### config.mk
export PLATFORM = sky130hd
export DESIGN_NAME = fdr_drain_seq
export DESIGN_NICKNAME = d
export VERILOG_FILES = /design/src/rtl/fdr_pkg.sv /design/src/rtl/fdr_stable_det.sv /design/src/rtl/fdr_budget.sv /design/src/rtl/fdr_drain_seq.sv
export SDC_FILE = /design/constraint.sdc
export NUM_CORES = 1
export LEC_CHECK = 0
export BUFFER_PORTS_ARGS = -buffer_cell sky130_fd_sc_hd__buf_2
export CORE_ASPECT_RATIO = 1.25
export CORE_MARGIN = 4
export CORE_UTILIZATION = 56
export DETAILED_ROUTE_END_ITERATION = 12
export PLACE_DENSITY_LB_ADDON = 0.08
export SLEW_MARGIN = 15
export SYNTH_ARGS = -nofsm -noshare
export SYNTH_HDL_FRONTEND = slang
export SYNTH_SLANG_ARGS = --single-unit
### constraint.sdc
create_clock -name clk -period 7.8 [get_ports clk]
set_input_delay 1.17 -clock clk [delete_from_list [all_inputs] [get_ports clk]]
set_output_delay 1.17 -clock clk [all_outputs]
set_load 0.05 [all_outputs]
### src/rtl/fdr_pkg.sv
package fdr_pkg;

  typedef enum logic [2:0] {
    S_IDLE,
    S_POLL_REQ,
    S_POLL_WAIT,
    S_POP_REQ,
    S_POP_WAIT,
    S_FIN,
    S_FAULT
  } fdr_state_e;

  typedef enum logic [1:0] {
    V_POP_ALL,
    V_POP_PART,
    V_OVERRUN
  } fdr_verdict_e;

  // Classify a trusted count against the bytes still owed.
  function automatic fdr_verdict_e fdr_classify(input int unsigned n,
                                                input int unsigned owed);
    if (n > owed)       return V_OVERRUN;
    else if (n == owed) return V_POP_ALL;
    else                return V_POP_PART;
  endfunction

  // Safe partial pop count: leave one byte behind.
  function automatic int unsigned fdr_part_pops(input int unsigned n);
    return (n == 0) ? 0 : n - 1;
  endfunction

endpackage

### src/rtl/fdr_stable_det.sv
module fdr_stable_det #(
  parameter int DATA_W    = 8,
  parameter int MAX_READS = 6
) (
  input  logic              clk,
  input  logic              rst_n,
  input  logic              clear,
  input  logic              smp_valid,
  input  logic [DATA_W-1:0] smp,
  output logic              stable,
  output logic              timeout
);
  localparam int RW = $clog2(MAX_READS + 2);

  logic              have_prev_q;
  logic [DATA_W-1:0] prev_q;
  logic [RW-1:0]     reads_q;
  logic [RW-1:0]     reads_next;

  assign reads_next = reads_q + 1'b1;
  assign stable     = smp_valid && have_prev_q && (smp == prev_q);
  assign timeout    = smp_valid && !stable && (reads_next >= RW'(MAX_READS));

  always_ff @(posedge clk or negedge rst_n) begin
    if (!rst_n) begin
      have_prev_q <= 1'b0;
      prev_q      <= '0;
      reads_q     <= '0;
    end else if (clear) begin
      have_prev_q <= 1'b0;
      reads_q     <= '0;
    end else if (smp_valid) begin
      have_prev_q <= 1'b1;
      prev_q      <= smp;
      if (reads_q < RW'(MAX_READS)) reads_q <= reads_next;
    end
  end

  assert_read_limit_R8: assert property (@(posedge clk) disable iff (!rst_n)
    reads_q <= RW'(MAX_READS));

  assert_stable_needs_two_R3: assert property (@(posedge clk) disable iff (!rst_n)
    stable |-> (reads_q != '0));

endmodule

### src/rtl/fdr_budget.sv
module fdr_budget
  import fdr_pkg::*;
#(
  parameter int LEN_W  = 8,
  parameter int DATA_W = 8
) (
  input  logic [DATA_W-1:0] n,
  input  logic [LEN_W-1:0]  owed,
  output fdr_verdict_e      verdict,
  output logic [LEN_W-1:0]  pops
);
  int unsigned n_u;
  int unsigned owed_u;
  int unsigned pops_u;

  always_comb begin
    n_u     = 32'(n);
    owed_u  = 32'(owed);
    verdict = fdr_classify(n_u, owed_u);
    pops_u  = (verdict == V_POP_ALL) ? owed_u : fdr_part_pops(n_u);
    pops    = LEN_W'(pops_u);
  end

endmodule

### src/rtl/fdr_drain_seq.sv
module fdr_drain_seq
  import fdr_pkg::*;
#(
  parameter int LEN_W      = 8,
  parameter int DATA_W     = 8,
  parameter int ADDR_W     = 4,
  parameter int COUNT_ADDR = 0,
  parameter int FIFO_ADDR  = 1,
  parameter int MAX_READS  = 6
) (
  input  logic              clk,
  input  logic              rst_n,
  input  logic              start,
  input  logic [LEN_W-1:0]  pkt_len,
  output logic              rd_req,
  output logic [ADDR_W-1:0] rd_addr,
  input  logic [DATA_W-1:0] rd_data,
  input  logic              rd_valid,
  output logic [DATA_W-1:0] out_data,
  output logic              out_valid,
  output logic              done,
  output logic              err
);

  fdr_state_e        state_q;
  logic [LEN_W-1:0]  owed_q;
  logic [LEN_W-1:0]  pop_left_q;
  logic [DATA_W-1:0] out_data_q;
  logic              out_valid_q;
  logic              done_q;
  logic              err_q;

  // Named internal events
  logic         start_ok;
  logic         count_resp;
  logic         byte_resp;
  logic         cnt_stable;
  logic         cnt_timeout;
  logic         det_clear;
  logic         overrun_hit;
  fdr_verdict_e verdict;
  logic [LEN_W-1:0] budget_pops;

  assign start_ok   = start && (state_q == S_IDLE || state_q == S_FAULT);
  assign count_resp = (state_q == S_POLL_WAIT) && rd_valid;
  assign byte_resp  = (state_q == S_POP_WAIT) && rd_valid;
  assign det_clear  = !(state_q == S_POLL_REQ || state_q == S_POLL_WAIT)
                      || (count_resp && cnt_stable);
  assign overrun_hit = count_resp && cnt_stable && (verdict == V_OVERRUN);

  fdr_stable_det #(
    .DATA_W    (DATA_W),
    .MAX_READS (MAX_READS)
  ) u_det (
    .clk       (clk),
    .rst_n     (rst_n),
    .clear     (det_clear),
    .smp_valid (count_resp),
    .smp       (rd_data),
    .stable    (cnt_stable),
    .timeout   (cnt_timeout)
  );

  fdr_budget #(
    .LEN_W  (LEN_W),
    .DATA_W (DATA_W)
  ) u_budget (
    .n       (rd_data),
    .owed    (owed_q),
    .verdict (verdict),
    .pops    (budget_pops)
  );

  always_ff @(posedge clk or negedge rst_n) begin
    if (!rst_n) begin
      state_q     <= S_IDLE;
      owed_q      <= '0;
      pop_left_q  <= '0;
      out_data_q  <= '0;
      out_valid_q <= 1'b0;
      done_q      <= 1'b0;
      err_q       <= 1'b0;
    end else begin
      out_valid_q <= 1'b0;
      done_q      <= 1'b0;
      case (state_q)
        S_IDLE, S_FAULT: begin
          if (start_ok) begin
            err_q   <= 1'b0;
            owed_q  <= pkt_len;
            state_q <= (pkt_len == '0) ? S_FIN : S_POLL_REQ;
          end
        end
        S_POLL_REQ: state_q <= S_POLL_WAIT;
        S_POLL_WAIT: begin
          if (count_resp) begin
            if (cnt_stable) begin
              if (verdict == V_OVERRUN) begin
                err_q   <= 1'b1;
                state_q <= S_FAULT;
              end else begin
                pop_left_q <= budget_pops;
                state_q    <= (budget_pops == '0) ? S_POLL_REQ : S_POP_REQ;
              end
            end else if (cnt_timeout) begin
              err_q   <= 1'b1;
              state_q <= S_FAULT;
            end else begin
              state_q <= S_POLL_REQ;
            end
          end
        end
        S_POP_REQ: state_q <= S_POP_WAIT;
        S_POP_WAIT: begin
          if (byte_resp) begin
            out_valid_q <= 1'b1;
            out_data_q  <= rd_data;
            owed_q      <= owed_q - 1'b1;
            pop_left_q  <= pop_left_q - 1'b1;
            if (pop_left_q == LEN_W'(1))
              state_q <= (owed_q == LEN_W'(1)) ? S_FIN : S_POLL_REQ;
            else
              state_q <= S_POP_REQ;
          end
        end
        S_FIN: begin
          done_q  <= 1'b1;
          state_q <= S_IDLE;
        end
        default: state_q <= S_IDLE;
      endcase
    end
  end

  assign rd_req    = (state_q == S_POLL_REQ) || (state_q == S_POP_REQ);
  assign rd_addr   = (state_q == S_POP_REQ) ? ADDR_W'(FIFO_ADDR) : ADDR_W'(COUNT_ADDR);
  assign out_data  = out_data_q;
  assign out_valid = out_valid_q;
  assign done      = done_q;
  assign err       = err_q;

  assert_req_pulse_R2: assert property (@(posedge clk) disable iff (!rst_n)
    rd_req |=> !rd_req);

  assert_pop_in_budget_R4: assert property (@(posedge clk) disable iff (!rst_n)
    (rd_req && rd_addr == ADDR_W'(FIFO_ADDR)) |-> (pop_left_q != '0 && pop_left_q <= owed_q));

  assert_byte_pulse_R6: assert property (@(posedge clk) disable iff (!rst_n)
    out_valid |=> !out_valid);

  assert_done_after_last_R7: assert property (@(posedge clk) disable iff (!rst_n)
    (out_valid && owed_q == '0) |=> done);

  assert_halt_on_error_R8: assert property (@(posedge clk) disable iff (!rst_n)
    err |-> (!rd_req && !done));

  assert_overrun_flagged_R9: assert property (@(posedge clk) disable iff (!rst_n)
    overrun_hit |=> (err && !rd_req));

endmodule

# Word level (Yosys, flattened, before mapping)
# Cells that the tools add are included.
# word_totals
regBits	42
latch_bits	0
ramBits	0
romBits	0
output_inout_bits	16
mem_count	0
# op_classes
n_addsub	4
mul	0
n_div	0
magnitude_cmp	3
n_eq_ne	18
shifts	0
muxes	38
bitwise_logic	1
n_reduce_logical	32
# op_table
op	n
two-way mux 8 bit	8
two-way mux 3 bit	12
one-hot mux 8 bit (2 select lines)	2
zero test 8 bit	3
subtractor 8 x 1 -> 8 bit, second input constant	3
== test 8 x 1 -> 1 bit, second input constant	2
== test 8 bit	2
one-hot mux 3 bit (5 select lines)	1
two-way mux 1 bit	12
inequality test 2 bit, second input constant	5
AND reduction 5 bit	2
nonzero test 2 bit	5
== test 3 bit, second input constant	3
> comparator 8 bit	1
logical AND 1 bit	8
== test 3 x 2 -> 1 bit, second input constant	2
AND reduction 2 bit	3
AND reduction 3 bit	2
logical OR 1 bit	4
two-way mux 2 bit	2
adder 3 x 1 -> 3 bit, second input constant	1
== test 3 x 1 -> 1 bit, second input constant	1
>= comparator 3 bit, second input constant	1
zero test 3 bit	1
9 further kinds	10

# Logic depth before layout (Yosys ltp)
# Gate-level depths: netlist of run 1.
# depth
word_depth	11
depth_mapped	11
ltp_nobuf	8

# By module
# A second synthesis of run 1 with hierarchy kept.
# unflattened
hier_cells	321
area_unflattened_um2	2980.4
# by_module_without_submodules
module	instances	cells_each	area_per_inst_um2	seq_area_each_um2
fdr_drain_seq	1	206	1869.3	750.7
fdr_stable_det	1	52	649.4	300.3
fdr_budget	1	63	461.7	0.0

# Worst setup path before layout of run 1
# No wires, ideal clock.
# synth_timing
kind	input to register
start	input rd_data[0]
end	register state_q[1]
arrival_ns	3.272
t_required_ns	7.682
slack_ns	4.410
path_stages	9
n_path_buf	1
cell_sequence	buf_6 > inv_1 > ha_1 > or3b_1 > or3_1 > a221oi_1 > a21oi_1 > or4_1 > a21o_1
# synth_via
elab_chain_len	11
elab_cells_between_ends	22
# synth_rtl
element	line	source
from (decl)	fdr_drain_seq.sv:17	input logic [DATA_W-1:0] rd_data,
branches (longest 8 deep; another with > comparator 8 bit)	--	
two-way mux 3 bit (*)	fdr_drain_seq.sv:97	if (cnt_stable) begin
two-way mux 3 bit (*)	fdr_drain_seq.sv:96	if (count_resp) begin
one-hot mux 3 bit (5 select lines) (*)	fdr_drain_seq.sv:86	case (state_q)
to (signal assigned)	fdr_drain_seq.sv:91	state_q <= (pkt_len == '0) ? S_FIN : S_POLL_REQ;
to (signal assigned)	fdr_drain_seq.sv:103	state_q <= (budget_pops == '0) ? S_POLL_REQ : S_POP_REQ;
to (signal assigned)	fdr_drain_seq.sv:121	state_q <= (owed_q == LEN_W'(1)) ? S_FIN : S_POLL_REQ;
to (decl)	fdr_drain_seq.sv:25	fdr_state_e state_q;
# Every way passes the cells marked *. The select of a mux whose other input is x is not followed.
# A chain may end at the register's enable or synchronous reset.

# Worst setup path in the final report of run 1
# layout_timing
start	input rd_data[1]
end	register state_q[1]
# Same word-level chain as after synthesis.

==> key figures, run 1 <==
Outcome
  • Status: finished clean

Place
  • PortBufs: 32
  • DP Wirelength: 4890 um
  • Cell total after placement: 402
  • Global placement routability congestion: 0.870
  • Post-DP Area: 0.00301 sq mm

Synth
  • Asr flop ratio synth: 100%
  • Number of synthesized flops with an enable pin: 0
  • Avg Cell Area, Syn: 8.80 sq um
  • Syn Inst Count: 325
  • Netlist cell types: 54
  • Count of state elements after synthesis: 42
  • Mapped Area: 0.00286 sq mm
  • Top_reg_cell synth: dfrtp_1
  • Ys Warns: 0
  • Seq/Total Area, Yosys: 36.7%

Layout
  • Final Cell Area: 0.00310 sq mm
  • Final nets: 384
  • Commonest cells after routing, fill and taps aside: dfrtp_1, nand2_1, buf_2
  • Synth-to-layout area growth: 8.31%
  • Final cell count without fillers: 410
  • Layout cells sized above 1: 18.3%
  • Commonest non-fill, non-tap cell in the layout: dfrtp_1
  • Diodes inserted: 0

Timing
  • Final Slew Violations: 0
  • Setup violators final: 0
  • RSZ-0062 raised after global routing: no
  • Hold Vio Cnt, Final: 0
  • Least-Margin Pin Slew: 0.932 ns
  • Final min period: 3.28 ns
  • Clock skew: 0.00801 ns
  • Max Freq: 305 MHz
  • Slew HR: 37.9%
  • Fin Hold WS: 0.480 ns
  • Setup TNS: 0 ns
  • Final period util: 42.1%

Route
  • Initial DRT Pass Iterations: 4
  • DRC viols: 0
  • Wire per inst: 15.9 um
  • Post-route ant nets: 0
  • Vias: 2424
  • WL final: 6530 um
  • Initial drt markers: 86
  • Vias per cell: 5.91

Clock tree
  • Post-CTS Setup Bufs: 0
  • Clock Pin Slew Worst Setup and Hold Paths: 0.08 ns
  • CTS max path bufs: 2
  • CTS Buf Count: 5
  • Clock root cell: clkbuf_8
  • Post-CTS Resized: 0
  • Htree depth: 2
  • Clk_lat worst skew: 0.30 ns
  • CTS tree: yes
  • Post-cts hold buffer count: 0
  • CTS Sinks: 42

Power
  • PD cells: 361 mW/mm^2
  • Maximum VDD drop: 0.000190 V
  • Pleak: 1.36 nW
  • Pwr Total: 0.00112 W

Global route
  • Initial antenna violation count: 0
  • Vias in the first global route: 2340
  • Largest net degree at the start of global routing: 43
  • Total global routing overflow: 0
  • Gr usage total: 22.3%
  • First-pass GRT wire length: 11000 um

Floorplanning
  • IO Count: 36
  • Effective utilization at floorplan: 59.2%
  • Placeable Area: 0.00483 sq mm
  • DIE WIDTH: 71.9 um
  • Die Y: 87.9 um
  • Row count: 28
  • Die footprint: 0.00632 sq mm

Worst setup path
  • Worst path cell trace: buf_2 -> inv_1 -> ha_1 -> or3b_1 -> or3_1 -> a221oi_1 -> a21oi_1 -> or4_1 -> a21o_1
  • Bufs and invs on worst path: 2
  • Required @ worst endpoint: 8.00 ns
  • Top delay family on crit path: simple AND/OR/NAND/NOR gates
  • Critical path data arrival time: 3.48 ns
  • Slowest CP cell: or4_1
  • CP Class: in2reg
  • Worst Setup End Kind: flip-flop
  • Critical path startpoint category: input pin
  • Largest stage delay on the critical path: 0.51 ns
  • Crit-path max FO: 6

Worst hold path
  • Hold Path Class: reg2reg

Run
  • Max Cap Viol: 0
-- routing by layer --
layer | vias to the layer above | global-route usage, % | share of wire (%)
li1 | 1224 | - | -
met1 | 1145 | 28.2 | 45
met2 | 44 | 38.2 | 50
met3 | 11 | 4.48 | 3.6
met4 | 0 | 7.18 | 2.1
met5 | - | 0 | 0
-- final timing paths --
check	start	end	slack, ns	cells past startpoint
min in group asynchronous	rst_n	u_det.prev_q[3]	1.01	1
max	rd_data[1]	state_q[1]	4.52	9
max in group asynchronous	rst_n	owed_q[5]	6.21	1
min reg2reg	out_data[1]	out_data[1]	0.48	2
min	out_data[1]	out_data[1]	0.48	2
max reg2reg	state_q[2]	state_q[1]	5.00	6
-- layout make-up --
| type | instances | area [sq um] |
|---|---|---|
| clock buffer | 7 | 86.3 |
| clock inverter | 1 | 5.00 |
| fill | 439 | 1740 |
| inverter | 19 | 71.3 |
| multi-input combinational | 245 | 1620 |
| sequential | 42 | 1050 |
| tap | 60 | 75.1 |
| timing repair buffer | 36 | 190 |
-- state kept, by name, indices dropped and copies added, names as in the netlist --
| register | cells |
|---|---|
| out_data | 8 |
| owed_q | 8 |
| pop_left_q | 8 |
| u_det.prev_q | 8 |
| state_q | 3 |
| u_det.reads_q | 3 |
| done | 1 |
| err | 1 |
| out_valid | 1 |
| u_det.have_prev_q | 1 |
-- through the flow --
| stage | setup slack [ns] | util (%) |
|---|---|---|
| 2_1_floorplan | 4.41 | - |
| 3_3_place_gp | 4.25 | 62.2 |
| 3_5_place_dp | 4.20 | 62.2 |
| 4_1_cts | 4.50 | 64.1 |
| 5_1_grt | 4.38 | 64.1 |
| 6_report | 4.52 | 64.1 |
-- cells by family (layout without fill, tap and decap cells) --
logic type      Yosys count  after routing  synth area share (%)
mux                      11             11                  4.33
flops                    42             42                  36.7
other cells               1              3                 0.131
compound gates           85             85                  18.8
fa+ha+maj                15             15                  6.56
xor+xnor                 15             15                  5.77
buf+inv                  40             63                  7.09
simple gates            116            116                  20.6
-- worst min-delay path: stages (launching register included) --
cell and delay [ns]:
dfrtp_1 0.34, nand2_1 0.04, o21ai_0 0.06
-- synth_stat cells (2+ instances only) --
cell type	count	area, sq um
a22oi_1	3	22.5
xnor2_2	2	32.5
o22ai_1	2	12.5
mux2_2	11	124
a31oi_1	3	18.8
buf_6	3	33.8
nand2_1	33	124
nor2_1	19	71.3
clkbuf_1	9	33.8
a21oi_1	19	95.1
or2_2	2	12.5
buf_2	4	20.0
nand4_1	7	43.8
nand3_1	13	65.1
o31ai_1	5	37.5
a22o_1	4	35.0
xnor2_1	11	96.3
o21a_1	2	15.0
nor2b_1	3	18.8
or3_1	2	12.5
buf_4	4	30.0
or4_1	3	22.5
a211oi_1	6	45.0
dfrtp_1	42	1050
nor3_1	17	85.1
and4_1	2	17.5
o221ai_1	3	26.3
nor3b_1	3	22.5
o211ai_1	3	22.5
ha_1	15	188
nor4_1	4	25.0
o21ai_0	27	135
inv_1	18	67.6
-- report_power, final --
group | internal [W] | switching, W
Clock | 0.0000715 | 0.0000776
Combinational | 0.000210 | 0.000348
Sequential | 0.000313 | 0.0000984
Total | 0.000595 | 0.000524
(Power assumes the default switching activity.)
==> inputs of run 2 (changes only) <==
Clock period 7.8 ns to 3.15 ns, I/O delays scaled along.
==> key figures, run 2 (same netlist as run 1, synthesis figures left out) <==
Outcome
  • Status: finished clean

Clock tree
  • Post-CTS Resized: 0
  • Clk_lat worst skew: 0.29 ns
  • CTS tree: yes
  • Clock Pin Slew Worst Setup and Hold Paths: 0.08 ns
  • Post-CTS Setup Bufs: 0
  • Clock root cell: clkbuf_8
  • Post-cts hold buffer count: 0
  • CTS Buf Count: 5
  • CTS max path bufs: 2
  • CTS Sinks: 42
  • Htree depth: 2

Global route
  • First-pass GRT wire length: 10900 um
  • Met2 usage in global routing: 38.7%
  • Gr usage total: 22.2%
  • M1 GR Usage: 28.9%
  • Vias in the first global route: 2217
  • Initial antenna violation count: 0
  • Largest net degree at the start of global routing: 43
  • GR Util met3: 3.79%
  • Total global routing overflow: 0
  • GRT busiest layer: met2

Route
  • WL final: 6640 um
  • Wire per inst: 16.0 um
  • Initial drt markers: 149
  • Vias per cell: 5.92
  • DRC viols: 0
  • Post-route ant nets: 0
  • Vias: 2455
  • Initial DRT Pass Iterations: 4

Place
  • DP Wirelength: 5010 um
  • Post-DP Area: 0.00304 sq mm
  • PortBufs: 32
  • Global placement routability congestion: 0.885

Layout
  • Commonest cells after routing, fill and taps aside: dfrtp_1, nand2_1, buf_2
  • Final nets: 389
  • Commonest non-fill, non-tap cell in the layout: dfrtp_1
  • Final Cell Area: 0.00315 sq mm
  • Diodes inserted: 0
  • Layout cells sized above 1: 19.2%
  • Synth-to-layout area growth: 10.1%

Worst setup path
  • Worst Setup End Kind: flip-flop
  • Critical path data arrival time: 2.97 ns
  • Required @ worst endpoint: 3.34 ns
  • CP Class: reg2reg
  • Critical path startpoint category: flip-flop
  • Crit-path max FO: 7

Power
  • Pleak: 1.39 nW
  • Maximum VDD drop: 0.000453 V
  • PD cells: 900 mW/mm^2

Timing
  • Least-Margin Pin Slew: 0.959 ns
  • Setup violators final: 0
  • RSZ-0062 raised after global routing: no
  • Setup TNS: 0 ns
  • Max Freq: 360 MHz
  • Final min period: 2.78 ns
  • Final period util: 88.2%
  • Final Slew Violations: 0
  • Clock skew: 0.00361 ns
  • Hold Vio Cnt, Final: 0
  • Slew HR: 36.1%

Floorplanning
  • DIE WIDTH: 71.9 um
  • Placeable Area: 0.00483 sq mm
  • IO Count: 36
  • Die footprint: 0.00632 sq mm
  • Die Y: 87.9 um
  • Effective utilization at floorplan: 59.2%
  • Row count: 28

Worst hold path
  • Hold Path Class: in2async

Run
  • Max Cap Viol: 0
==> run 2: cell types whose count changed in the layout (fill, tap and decap cells not counted) <==
cell / previous run / this run
bufinv_16: 0 / 1
clkbuf_1: 1 / 2
clkbuf_8: 6 / 5
buf_4: 4 / 9
clkinv_2: 1 / 0
==> run 2: path summary, 6_finish.rpt <==
path	end	slack, ns	startpoint	cells after the start
min in group clk	owed_q[0]	0.44	pkt_len[0]	3
worst min register to register	out_data[5]	0.48	out_data[5]	2
max in group asynchronous	state_q[0]	2.23	rst_n	1
worst min-delay path	out_data[3]	0.33	rst_n	1
worst max-delay path	state_q[1]	0.37	owed_q[5]	8
worst max register to register	state_q[1]	0.37	owed_q[5]	8
==> run 2: cell type report <==
type / instances / area, sq um
Clock inverter: 1 / 30.0
Inverter: 19 / 71.3
Clock buffer: 7 / 76.3
Fill cell: 414 / 1680
Timing Repair Buffer: 41 / 228
Multi-Input combinational cell: 245 / 1620
Tap cell: 60 / 75.1
Sequential cell: 42 / 1050
==> run 2: routing by layer <==
metal,vias up,wire (um)
met5,-,0
met4,0,69
met3,6,329
met2,66,3340
met1,1157,2900
li1,1226,-
==> run 2: through the flow <==
step | worst slack (ns) | cells | utilization [%] | hold WS [ns] | total power (W)
global route | 0.201 | 415 | 65.2 | 0.396 | 0.00306
global placement | 0.294 | 407 | 63.0 | 0.457 | 0.00240
floorplan | 0.457 | 327 | - | 0.177 | 0.00208
finish | 0.373 | 415 | 65.2 | 0.332 | 0.00284
detailed placement | 0.249 | 407 | 63.0 | 0.470 | 0.00242
CTS | 0.376 | 415 | 65.2 | 0.359 | 0.00285
==> run 2: worst max-delay path, cell delays in order, from the launching register on <==
cell,delay [ns]
dfrtp_1,0.48
inv_1,0.11
ha_1,0.31
nand4_1,0.15
or2_2,0.39
o21a_1,0.15
or3_4,0.38
or4_1,0.53
a21o_1,0.19
==> run 2: where the power goes <==
part           switching, W  internal (W)  leakage (nW)  total [W]
clock              0.000182      0.000237        0.0524   0.000419
combinational      0.000870      0.000530         0.818    0.00140
sequential         0.000242      0.000775         0.516    0.00102
